<file path="src/rtl/mon_link_pkg.sv">
package mon_link_pkg;

  typedef enum logic [1:0] {
    RX_IDLE,
    RX_START,
    RX_DATA,
    RX_STOP
  } rx_state_t;

endpackage

</file>
<file path="src/rtl/mlink_sync.sv">
module mlink_sync #(
  parameter int   STAGES  = 2,
  parameter logic RST_VAL = 1'b0
) (
  input  logic clk,
  input  logic rst_n,
  input  logic d_i,
  output logic q_o
);

  logic [STAGES-1:0] chain_q;

  generate
    if (STAGES == 1) begin : g_single
      always_ff @(posedge clk or negedge rst_n) begin
        if (!rst_n) chain_q <= RST_VAL;
        else        chain_q <= d_i;
      end
    end else begin : g_multi
      always_ff @(posedge clk or negedge rst_n) begin
        if (!rst_n) chain_q <= {STAGES{RST_VAL}};
        else        chain_q <= {chain_q[STAGES-2:0], d_i};
      end
    end
  endgenerate

  assign q_o = chain_q[STAGES-1];

endmodule

</file>
<file path="src/rtl/mlink_rx.sv">
module mlink_rx
  import mon_link_pkg::*;
#(
  parameter int BIT_CYC = 278,
  parameter int DATA_W  = 8
) (
  input  logic              clk,
  input  logic              rst_n,
  input  logic              en_i,
  input  logic              rxd_i,
  output logic [DATA_W-1:0] data_o,
  output logic              valid_o,
  output logic              ferr_o,
  output logic              brk_o
);

  localparam int HALF = BIT_CYC / 2;
  localparam int CW   = $clog2(BIT_CYC);
  localparam int IW   = (DATA_W > 1) ? $clog2(DATA_W) : 1;

  rx_state_t         state_q, state_d;
  logic [CW-1:0]     cnt_q, cnt_d;
  logic [IW-1:0]     idx_q, idx_d;
  logic [DATA_W-1:0] sh_q, sh_d;
  logic [DATA_W-1:0] data_q, data_d;
  logic              prev_q;
  logic              valid_q, valid_d;
  logic              ferr_q, ferr_d;
  logic              brk_q, brk_d;

  always_comb begin
    state_d = state_q;
    cnt_d   = cnt_q;
    idx_d   = idx_q;
    sh_d    = sh_q;
    data_d  = data_q;
    valid_d = 1'b0;
    ferr_d  = 1'b0;
    brk_d   = 1'b0;
    if (!en_i) begin
      state_d = RX_IDLE;
    end else begin
      case (state_q)
        RX_IDLE: begin
          if (prev_q && !rxd_i) begin
            state_d = RX_START;
            cnt_d   = CW'(HALF - 1);
          end
        end
        RX_START: begin
          if (cnt_q == '0) begin
            if (!rxd_i) begin
              state_d = RX_DATA;
              cnt_d   = CW'(BIT_CYC - 1);
              idx_d   = '0;
            end else begin
              state_d = RX_IDLE;
            end
          end else begin
            cnt_d = cnt_q - 1'b1;
          end
        end
        RX_DATA: begin
          if (cnt_q == '0) begin
            sh_d  = {rxd_i, sh_q[DATA_W-1:1]};
            cnt_d = CW'(BIT_CYC - 1);
            if (idx_q == IW'(DATA_W - 1)) state_d = RX_STOP;
            else                          idx_d   = idx_q + 1'b1;
          end else begin
            cnt_d = cnt_q - 1'b1;
          end
        end
        RX_STOP: begin
          if (cnt_q == '0) begin
            state_d = RX_IDLE;
            if (rxd_i) begin
              valid_d = 1'b1;
              data_d  = sh_q;
            end else if (sh_q == '0) begin
              brk_d = 1'b1;
            end else begin
              ferr_d = 1'b1;
            end
          end else begin
            cnt_d = cnt_q - 1'b1;
          end
        end
        default: state_d = RX_IDLE;
      endcase
    end
  end

  always_ff @(posedge clk or negedge rst_n) begin
    if (!rst_n) begin
      state_q <= RX_IDLE;
      cnt_q   <= '0;
      idx_q   <= '0;
      sh_q    <= '0;
      data_q  <= '0;
      prev_q  <= 1'b1;
      valid_q <= 1'b0;
      ferr_q  <= 1'b0;
      brk_q   <= 1'b0;
    end else begin
      state_q <= state_d;
      cnt_q   <= cnt_d;
      idx_q   <= idx_d;
      sh_q    <= sh_d;
      data_q  <= data_d;
      prev_q  <= rxd_i;
      valid_q <= valid_d;
      ferr_q  <= ferr_d;
      brk_q   <= brk_d;
    end
  end

  assign data_o  = data_q;
  assign valid_o = valid_q;
  assign ferr_o  = ferr_q;
  assign brk_o   = brk_q;

  // a byte is only reported when the sampled stop level was high
  assert_valid_stop_R3: assert property (@(posedge clk) disable iff (!rst_n)
    valid_o |-> $past(rxd_i));

  // at most one kind of result per frame
  assert_one_result_R5: assert property (@(posedge clk) disable iff (!rst_n)
    $onehot0({valid_o, ferr_o, brk_o}));

  // dropped frames leave the delivered byte untouched
  assert_data_hold_R6: assert property (@(posedge clk) disable iff (!rst_n)
    (ferr_o || brk_o) |-> $stable(data_o));

  // no result follows a cycle in which reception was locked out
  assert_locked_out_R9: assert property (@(posedge clk) disable iff (!rst_n)
    !en_i |=> !(valid_o || ferr_o || brk_o));

endmodule

</file>
<file path="src/rtl/mlink_tx.sv">
module mlink_tx #(
  parameter int BIT_CYC = 278,
  parameter int FRAME_W = 12,
  parameter int LW      = 4
) (
  input  logic               clk,
  input  logic               rst_n,
  input  logic               load_i,
  input  logic [FRAME_W-1:0] frame_i,
  input  logic [LW-1:0]      len_i,
  output logic               active_o,
  output logic               line_o
);

  localparam int CW = $clog2(BIT_CYC);

  logic               act_q, act_d;
  logic [FRAME_W-1:0] sh_q, sh_d;
  logic [LW-1:0]      left_q, left_d;
  logic [CW-1:0]      cnt_q, cnt_d;

  always_comb begin
    act_d  = act_q;
    sh_d   = sh_q;
    left_d = left_q;
    cnt_d  = cnt_q;
    if (!act_q) begin
      if (load_i) begin
        act_d  = 1'b1;
        sh_d   = frame_i;
        left_d = len_i;
        cnt_d  = CW'(BIT_CYC - 1);
      end
    end else if (cnt_q == '0) begin
      sh_d   = {1'b1, sh_q[FRAME_W-1:1]};
      cnt_d  = CW'(BIT_CYC - 1);
      left_d = left_q - 1'b1;
      if (left_q == LW'(1)) act_d = 1'b0;
    end else begin
      cnt_d = cnt_q - 1'b1;
    end
  end

  always_ff @(posedge clk or negedge rst_n) begin
    if (!rst_n) begin
      act_q  <= 1'b0;
      sh_q   <= '1;
      left_q <= '0;
      cnt_q  <= '0;
    end else begin
      act_q  <= act_d;
      sh_q   <= sh_d;
      left_q <= left_d;
      cnt_q  <= cnt_d;
    end
  end

  assign active_o = act_q;
  assign line_o   = act_q ? sh_q[0] : 1'b1;

  // the driven level only moves at a bit boundary
  assert_bit_hold_R1: assert property (@(posedge clk) disable iff (!rst_n)
    (act_q && cnt_q != '0) |=> $stable(line_o));

endmodule

</file>
<file path="src/rtl/mon_serial_link.sv">
module mon_serial_link #(
  parameter int BIT_CYC   = 278,
  parameter int DATA_W    = 8,
  parameter int GAP_BITS  = 2,
  parameter int ECHO_BITS = 10
) (
  input  logic              clk,
  input  logic              rst_n,
  input  logic              line_in,
  output logic              line_out,
  output logic              line_oe,
  output logic [DATA_W-1:0] rx_data,
  output logic              rx_valid,
  output logic              rx_ferr,
  output logic              brk_det,
  input  logic [DATA_W-1:0] tx_data,
  input  logic              tx_start,
  output logic              tx_busy
);

  localparam int BYTE_BITS = DATA_W + 2;
  localparam int BRK_BITS  = GAP_BITS + ECHO_BITS;
  localparam int FRAME_W   = (BYTE_BITS > BRK_BITS) ? BYTE_BITS : BRK_BITS;
  localparam int LW        = $clog2(FRAME_W + 1);
  localparam logic [FRAME_W-1:0] BRK_FRAME = FRAME_W'((1 << GAP_BITS) - 1);

  logic               rst_n_s;
  logic               rxd_s;
  logic               tx_act;
  logic               tx_line;
  logic               rx_brk;
  logic               load;
  logic [FRAME_W-1:0] frame;
  logic [LW-1:0]      len;

  mlink_sync #(.STAGES(2), .RST_VAL(1'b0)) u_rst_sync (
    .clk(clk), .rst_n(rst_n), .d_i(1'b1), .q_o(rst_n_s)
  );

  mlink_sync #(.STAGES(2), .RST_VAL(1'b1)) u_line_sync (
    .clk(clk), .rst_n(rst_n_s), .d_i(line_in), .q_o(rxd_s)
  );

  mlink_rx #(.BIT_CYC(BIT_CYC), .DATA_W(DATA_W)) u_rx (
    .clk     (clk),
    .rst_n   (rst_n_s),
    .en_i    (!tx_act),
    .rxd_i   (rxd_s),
    .data_o  (rx_data),
    .valid_o (rx_valid),
    .ferr_o  (rx_ferr),
    .brk_o   (rx_brk)
  );

  // A break pulse takes priority over a host request in the same cycle.
  always_comb begin
    if (rx_brk) begin
      frame = BRK_FRAME;
      len   = LW'(BRK_BITS);
    end else begin
      frame = FRAME_W'({1'b1, tx_data, 1'b0});
      len   = LW'(BYTE_BITS);
    end
    load = rx_brk || (tx_start && !tx_act);
  end

  mlink_tx #(.BIT_CYC(BIT_CYC), .FRAME_W(FRAME_W), .LW(LW)) u_tx (
    .clk      (clk),
    .rst_n    (rst_n_s),
    .load_i   (load),
    .frame_i  (frame),
    .len_i    (len),
    .active_o (tx_act),
    .line_o   (tx_line)
  );

  assign line_out = tx_line;
  assign line_oe  = tx_act;
  assign tx_busy  = tx_act;
  assign brk_det  = rx_brk;

  // the response opens with the line driven high
  assert_brk_resp_R7: assert property (@(posedge clk) disable iff (!rst_n_s)
    brk_det |=> (line_oe && line_out));

  // an accepted request begins with a driven low start bit
  assert_start_low_R2: assert property (@(posedge clk) disable iff (!rst_n_s)
    (tx_start && !tx_busy && !brk_det) |=> (line_oe && !line_out));

  // a request while busy does not restart the frame
  assert_no_restart_R8: assert property (@(posedge clk) disable iff (!rst_n_s)
    (tx_start && tx_busy && $past(tx_busy)) |=> !$rose(tx_busy));

endmodule

</file>
<file path="config.mk">
export PLATFORM = sky130hd
export DESIGN_NAME = mon_serial_link
export DESIGN_NICKNAME = d
export VERILOG_FILES = /design/src/rtl/mon_link_pkg.sv /design/src/rtl/mlink_sync.sv /design/src/rtl/mlink_rx.sv /design/src/rtl/mlink_tx.sv /design/src/rtl/mon_serial_link.sv
export SDC_FILE = /design/constraint.sdc
export NUM_CORES = 1
export LEC_CHECK = 0
export BUFFER_PORTS_ARGS = -buffer_cell sky130_fd_sc_hd__buf_2
export CAP_MARGIN = 20
export CORE_ASPECT_RATIO = 0.6
export CORE_MARGIN = 3
export CORE_UTILIZATION = 49
export CTS_BUF_LIST = sky130_fd_sc_hd__clkbuf_8
export CTS_CLUSTER_DIAMETER = 80
export DETAILED_ROUTE_END_ITERATION = 6
export PLACE_DENSITY = 0.67
export SLEW_MARGIN = 40
export SYNTH_ARGS = -nofsm -noshare
export SYNTH_HDL_FRONTEND = slang
export SYNTH_SLANG_ARGS = --single-unit
</file>
<file path="constraint.sdc">
create_clock -name clk -period 5.98 [get_ports clk]
set_input_delay 1.196 -clock clk [delete_from_list [all_inputs] [get_ports clk]]
set_output_delay 1.196 -clock clk [all_outputs]
set_load 0.02 [all_outputs]
</file>
# --- Yosys cells after proc, flatten, opt, wreduce, memory -nomap -nowiden ---
# Index checks and enable logic that the tools add are counted.
classes:
  n_addsub: 4
  n_eq_ne: 18
  n_mux: 49
  n_bitwise: 1
  n_reduce_logical: 17
ops:
  columns: ["operator", "n"]
  rows:
  - ["$mux 9", 8]
  - ["$mux 12", 3]
  - ["$pmux 9 s4", 1]
  - ["$mux 1", 19]
  - ["$logic_not 9->1", 2]
  - ["$sub 9x1->9 const B", 2]
  - ["$mux 3", 5]
  - ["$ne 3x1->1 const B", 5]
  - ["$mux 2", 7]
  - ["$mux 4", 3]
  - ["$mux 10", 1]
  - ["$logic_not 8->1", 1]
  - ["$ne 2x2->1 const B", 4]
  - ["$pmux 2 s4", 1]
  - ["$reduce_and 4->1", 2]
  - ["$ne 2x1->1 const B", 3]
  - ["$pmux 3 s2", 1]
  - ["$reduce_and 6->1", 1]
  - ["$reduce_and 5->1", 1]
  - ["$eq 2x2->1 const B", 2]
  - ["$eq 4x1->1 const B", 1]
  - ["$reduce_bool 2->1", 2]
  - ["$sub 4x1->4 const B", 1]
  - ["$add 3x1->3 const B", 1]
  - ["10 further kinds", 12]
totals:
  register_bits: 64
  input_bits: 12
  out_inout_bits: 14
  wordCells: 104

# --- Longest topological paths before layout ---
logic_depth:
  ltp_word: 6
  depth_mapped: 10

# --- Hierarchy ---
# From an unflattened synthesis, not the netlist that was laid out.
unflattened:
  cells_unflattened: 301
  hier_area_um2: 3340.7
by_module_without_submodules:
  columns: ["module", "n_inst", "cells_each", "area_each_um2"]
  rows:
  - ["mlink_rx", 1, 158, 1791.7]
  - ["mlink_tx", 1, 125, 1366.3]
  - ["mon_serial_link", 1, 14, 80.1]
  - ["mlink_sync at u_line_sync", 1, 2, 52.6]
  - ["mlink_sync at u_rst_sync", 1, 2, 50.0]

# --- Least setup slack after synthesis ---
# Ideal clock, no wire load.
synth_path:
  path_type: "register to output"
  startpoint: "register u_tx.act_q, in the netlist u_tx.active_o"
  endpoint: "output line_out"
  t_arrival_ns: 1.308
  required_time_ns: 4.784
  setup_slack_ns: 3.476
  stages_incl_launch_ff: 4
  cell_sequence: "dfrtp_1 > clkbuf_1 > clkbuf_1 > nand2b_1"
synth_between:
  elab_chain_len: 1
synth_lines:
  columns: ["element", "line", "text"]
  rows:
  - ["start, declared", "mlink_tx.sv:17", "logic act_q, act_d;"]
  - ["start signal, assigned", "mlink_tx.sv:51", "act_q <= act_d;"]
  - ["$mux 1", "mlink_tx.sv:59", "assign line_o = act_q ? sh_q[0] : 1'b1;"]
  - ["end, declared", "mon_serial_link.sv:10", "output logic line_out,"]
# Every way passes these cells.

# --- Final worst setup path ---
layout_path:
  startpoint: "register u_rx.cnt_q[0]"
  endpoint: "register u_rx.cnt_q[5]"
layout_between:
  elab_chain_len: 3
  elab_cells_between_ends: 9
  cone_classes: "1 x add/sub; 2 x eq/ne; 4 x mux; 2 x reduce/logical"
layout_lines:
  columns: ["element", "line", "text"]
  rows:
  - ["start, declared", "mlink_rx.sv:22", "logic [CW-1:0] cnt_q, cnt_d;"]
  - ["start signal, assigned", "mlink_rx.sv:106", "cnt_q <= cnt_d;"]
  - ["$sub 9x1->9 / $logic_not 9->1 (equally long branches)", null, null]
  - ["$mux 9, or another cell as far along", "mlink_rx.sv:74", "if (cnt_q == '0) begin"]
  - ["$pmux 9 s4 / $reduce_and 4->1 (equally long branches)", null, null]
# Parallel ways exist; a longest one is shown, timed or not. The select of a mux whose other input is x is not followed.
# A chain may end at the register's enable or synchronous reset.

==> summary.txt <==
Timing
  • Relative slew margins: 0.492
  • Final min period: 2.73 ns
  • Setup TNS Final: 0 ns
  • Final setup viols: 0
  • Layout Skew: 0.0107 ns
  • Transition time at the pin with the least slew margin: 0.755 ns
  • Tcrit/Tclk final: 0.456
  • Peak Freq: 0.367 GHz
  • Max-slew violation total from the final report: 0
  • RSZ-0062 raised after global routing: no
  • Fin. Hold Viols: 0

Clock tree
  • Clock Pin Slew Worst Setup and Hold Paths: 0.07 ns
  • TritonCTS clock tree: built
  • Clock root buffer: clkbuf_8
  • Count of hold buffers inserted by post-cts repair: 0
  • H-tree depth: 3
  • Clock Latency Late Sink: 0.34 ns
  • Post-CTS setup buffer count: 0
  • Number of instances resized during post-cts repair: 0
  • Total clock buffers created by CTS: 9
  • Max clock buf depth: 2
  • Clock sink count: 64

Floorplan
  • Height of the die: 67.3 um
  • Total core area: 5810 um^2
  • Ports: 26
  • FP Rows: 21
  • Die width: 108 um
  • Initial core utilization: 0.529
  • Total Die Area: 7290 um^2

Critical path
  • Kind of start point of the critical path: flop
  • Cell at the slowest stage of the critical path: or4b_1
  • Critical path data required time: 6.20 ns
  • Category of the critical setup timing path: reg2reg
  • Source of the worst register-to-register timing path: u_rx.cnt_q[0]$_DFFE_PN0P_
  • Depth of the worst register-to-register path: 7
  • Crit. Startpoint: u_rx.cnt_q[0]$_DFFE_PN0P_
  • Worst Setup End Kind: flop
  • Cell-by-cell trace of the critical path: inv_1, ha_1, or4b_1, or4_4, o21ai_4, nor3_1, a211o_1
  • Worst-case register-to-register setup slack: 3.25 ns
  • Delay of the slowest cell on the worst path: 0.61 ns
  • Count of buffering cells on the critical path with inverters included: 1
  • Max Fanout on Critical Path: 12
  • Family with the most delay on the worst path: simple AND/OR/NAND/NOR gates
  • Critical R2R Capture: u_rx.cnt_q[5]$_DFFE_PN0P_
  • CP arrival: 2.95 ns

Layout
  • Most common library cell in the layout ignoring fill and taps: dfrtp_1
  • Fraction of layout instances using a drive strength above 1: 0.254
  • Filler cell count in the final layout: 517
  • Nets: 345
  • Top library cells by usage in the layout, fill and taps aside: dfrtp_1, nor2_1, buf_2, a21oi_1, nand2_1
  • Antenna diode count: 0
  • Final non-filler cell total: 407
  • Area added between synthesis and finish: 11.6%

Outcome
  • Outcome: completed

Min path
  • HP Class: reg2async

Logic synthesis
  • Main combinational cell family by area after synthesis: compound AO/OA/AOI/OAI gates
  • Post-synthesis xor/xnor area fraction: 0.00855
  • Post-synth net total: 319
  • Post-synth cell types: 47
  • Area of the mapped netlist: 3070 um^2
  • Compound-cell area share of the yosys netlist: 0.160
  • Average footprint of a synthesized cell: 10.4 um^2
  • EDFF count, synth: 0
  • Gate count of the mapped netlist: 296
  • Top flip-flop cell by instance count after synthesis: dfrtp_1
  • Sequential fraction of the synthesis area: 0.527
  • Adder-cell share of the synthesized area: 0.0448
  • Number of synthesized register bits: 64
  • Share of synthesized registers carrying an async set or reset: 1.00
  • Multiplexer fraction of the synthesized cell area: 0.0692
  • Synthesis warning total: 0
  • Post-synthesis share of cell area spent on and, or, nand and nor gates: 0.153

Detailed routing
  • Drt first-iter violations: 164
  • Antenna-violating nets left: 0
  • DRC violation count after routing: 0
  • Post-Route WL: 5.85 mm
  • Vias: 2247
  • First-pass iteration count of the detailed router: 4
  • Average wire per standard cell: 14.4 um
  • Via-per-instance ratio: 5.52

Power
  • Pwr dens: 326 nW/um^2
  • Max rail drop VDD: 0.000195 V
  • Leakage: 1.59 nW

Global route
  • Overall routing resource usage: 0.187
  • Antenna violations before repair: 0
  • Vias in the first global route: 2174
  • Global-route wire length before repair: 10.2 mm
  • Largest net degree at the start of global routing: 48
  • GRT Residual Overflow: 0

Placed design
  • Number of port buffers: 25
  • Placed Cells incl. Taps: 391
  • Final HPWL from detailed placement: 4.05 mm
  • Global placement routability congestion: 0.823

Job
  • Max-capacitance violation count: 0
layout make-up:
cell class | count | area [um^2] | share of cell area
clock buffer | 10 | 138 | 0.0401
clock inverter | 6 | 37.5 | 0.0109
timing repair buffer | 28 | 148 | 0.0431
multi-input combinational | 208 | 1340 | 0.392
sequential | 64 | 1620 | 0.473
inverter | 11 | 41.3 | 0.0120
tap | 80 | 100 | 0.0292
per-layer routing:
layer  vias up  wire length, um  GRT usage
met5         -                0          0
met4         0               77     0.0835
met3        10              325     0.0688
met2        56             2390      0.257
met1      1076             3050      0.263
li1       1105                -          -
power breakdown:
group | switching, mW | total, mW | internal (mW)
logic | 0.0914 | 0.187 | 0.0960
clock network | 0.165 | 0.324 | 0.159
registers | 0.0631 | 0.605 | 0.542
logic make-up after synthesis:
logic type,after synthesis
and+or+nand+nor,99
AOI/OAI and AO/OA,75
DFF,64
buffers and inverters,24
muxes,19
adders and majority gates,11
xor gates and xnor gates,3
other,1
worst register-to-register path, cell delays in order (launching register included):
cell,delay [ns]
dfrtp_1,0.40
inv_1,0.08
ha_1,0.20
or4b_1,0.61
or4_4,0.61
o21ai_4,0.33
nor3_1,0.11
a211o_1,0.26
state kept, by name (all words and copies together) (netlist names):
register / cells
u_line_sync.chain_q: 2
u_rx.idx_q: 3
u_rst_sync.chain_q: 2
u_rx.prev_q: 1
u_rx.brk_o: 1
u_rx.cnt_q: 9
u_rx.ferr_o: 1
u_rx.state_q: 2
u_tx.active_o: 1
u_tx.left_q: 4
u_tx.cnt_q: 9
u_tx.sh_q: 12
u_rx.data_o: 8
u_rx.sh_q: 8
u_rx.valid_o: 1
synthesized netlist by cell type (2+ instances only):
| cell type | instances | area (um^2) |
|---|---|---|
| a211oi_1 | 2 | 15.0 |
| o2bb2ai_1 | 2 | 17.5 |
| o211ai_1 | 2 | 15.0 |
| mux2_2 | 18 | 203 |
| a22oi_1 | 8 | 60.1 |
| nand2b_1 | 6 | 37.5 |
| a21oi_1 | 24 | 120 |
| clkbuf_1 | 8 | 30.0 |
| xnor2_1 | 3 | 26.3 |
| ha_1 | 11 | 138 |
| a22o_1 | 4 | 35.0 |
| dfstp_2 | 15 | 394 |
| or3_1 | 2 | 12.5 |
| nand3_1 | 5 | 25.0 |
| nor2_1 | 37 | 139 |
| a21o_1 | 2 | 15.0 |
| inv_1 | 11 | 41.3 |
| buf_6 | 2 | 22.5 |
| nand2_1 | 23 | 86.3 |
| o31ai_1 | 3 | 22.5 |
| dfrtp_1 | 49 | 1230 |
| nor4_1 | 7 | 43.8 |
| nor3_1 | 9 | 45.0 |
| nor2b_1 | 2 | 12.5 |
| o21ai_0 | 14 | 70.1 |
| or2_2 | 2 | 12.5 |
| a211o_1 | 2 | 17.5 |
| a31oi_1 | 4 | 25.0 |
worst max path at each step:
stage / endpoint / slack, ns / cells after the start
detailed placement: u_rx.cnt_q[5]$_DFFE_PN0P_ / 3.28 / 7
floorplan: line_out / 3.48 / 3
global route: u_tx.sh_q[1]$_DFFE_PN1P_ / 3.07 / 7
global placement: u_rx.cnt_q[5]$_DFFE_PN0P_ / 3.32 / 7
finish: u_rx.cnt_q[5]$_DFFE_PN0P_ / 3.25 / 7
CTS: u_rx.cnt_q[5]$_DFFE_PN0P_ / 3.26 / 7
through the flow:
step / power [mW] / util / area (um^2) / hold WS (ns) / worst slack [ns]
2_1_floorplan: 0.753 / - / 3070 / 0.331 / 3.48
3_3_place_gp: 0.792 / 0.560 / 3250 / 0.183 / 3.32
3_5_place_dp: 0.799 / 0.560 / 3250 / 0.187 / 3.28
4_1_cts: 1.13 / 0.590 / 3430 / 0.182 / 3.26
5_1_grt: 1.20 / 0.590 / 3430 / 0.199 / 3.07
6_report: 1.12 / 0.590 / 3430 / 0.167 / 3.25
Note: power is estimated with default switching activity, not from simulation.
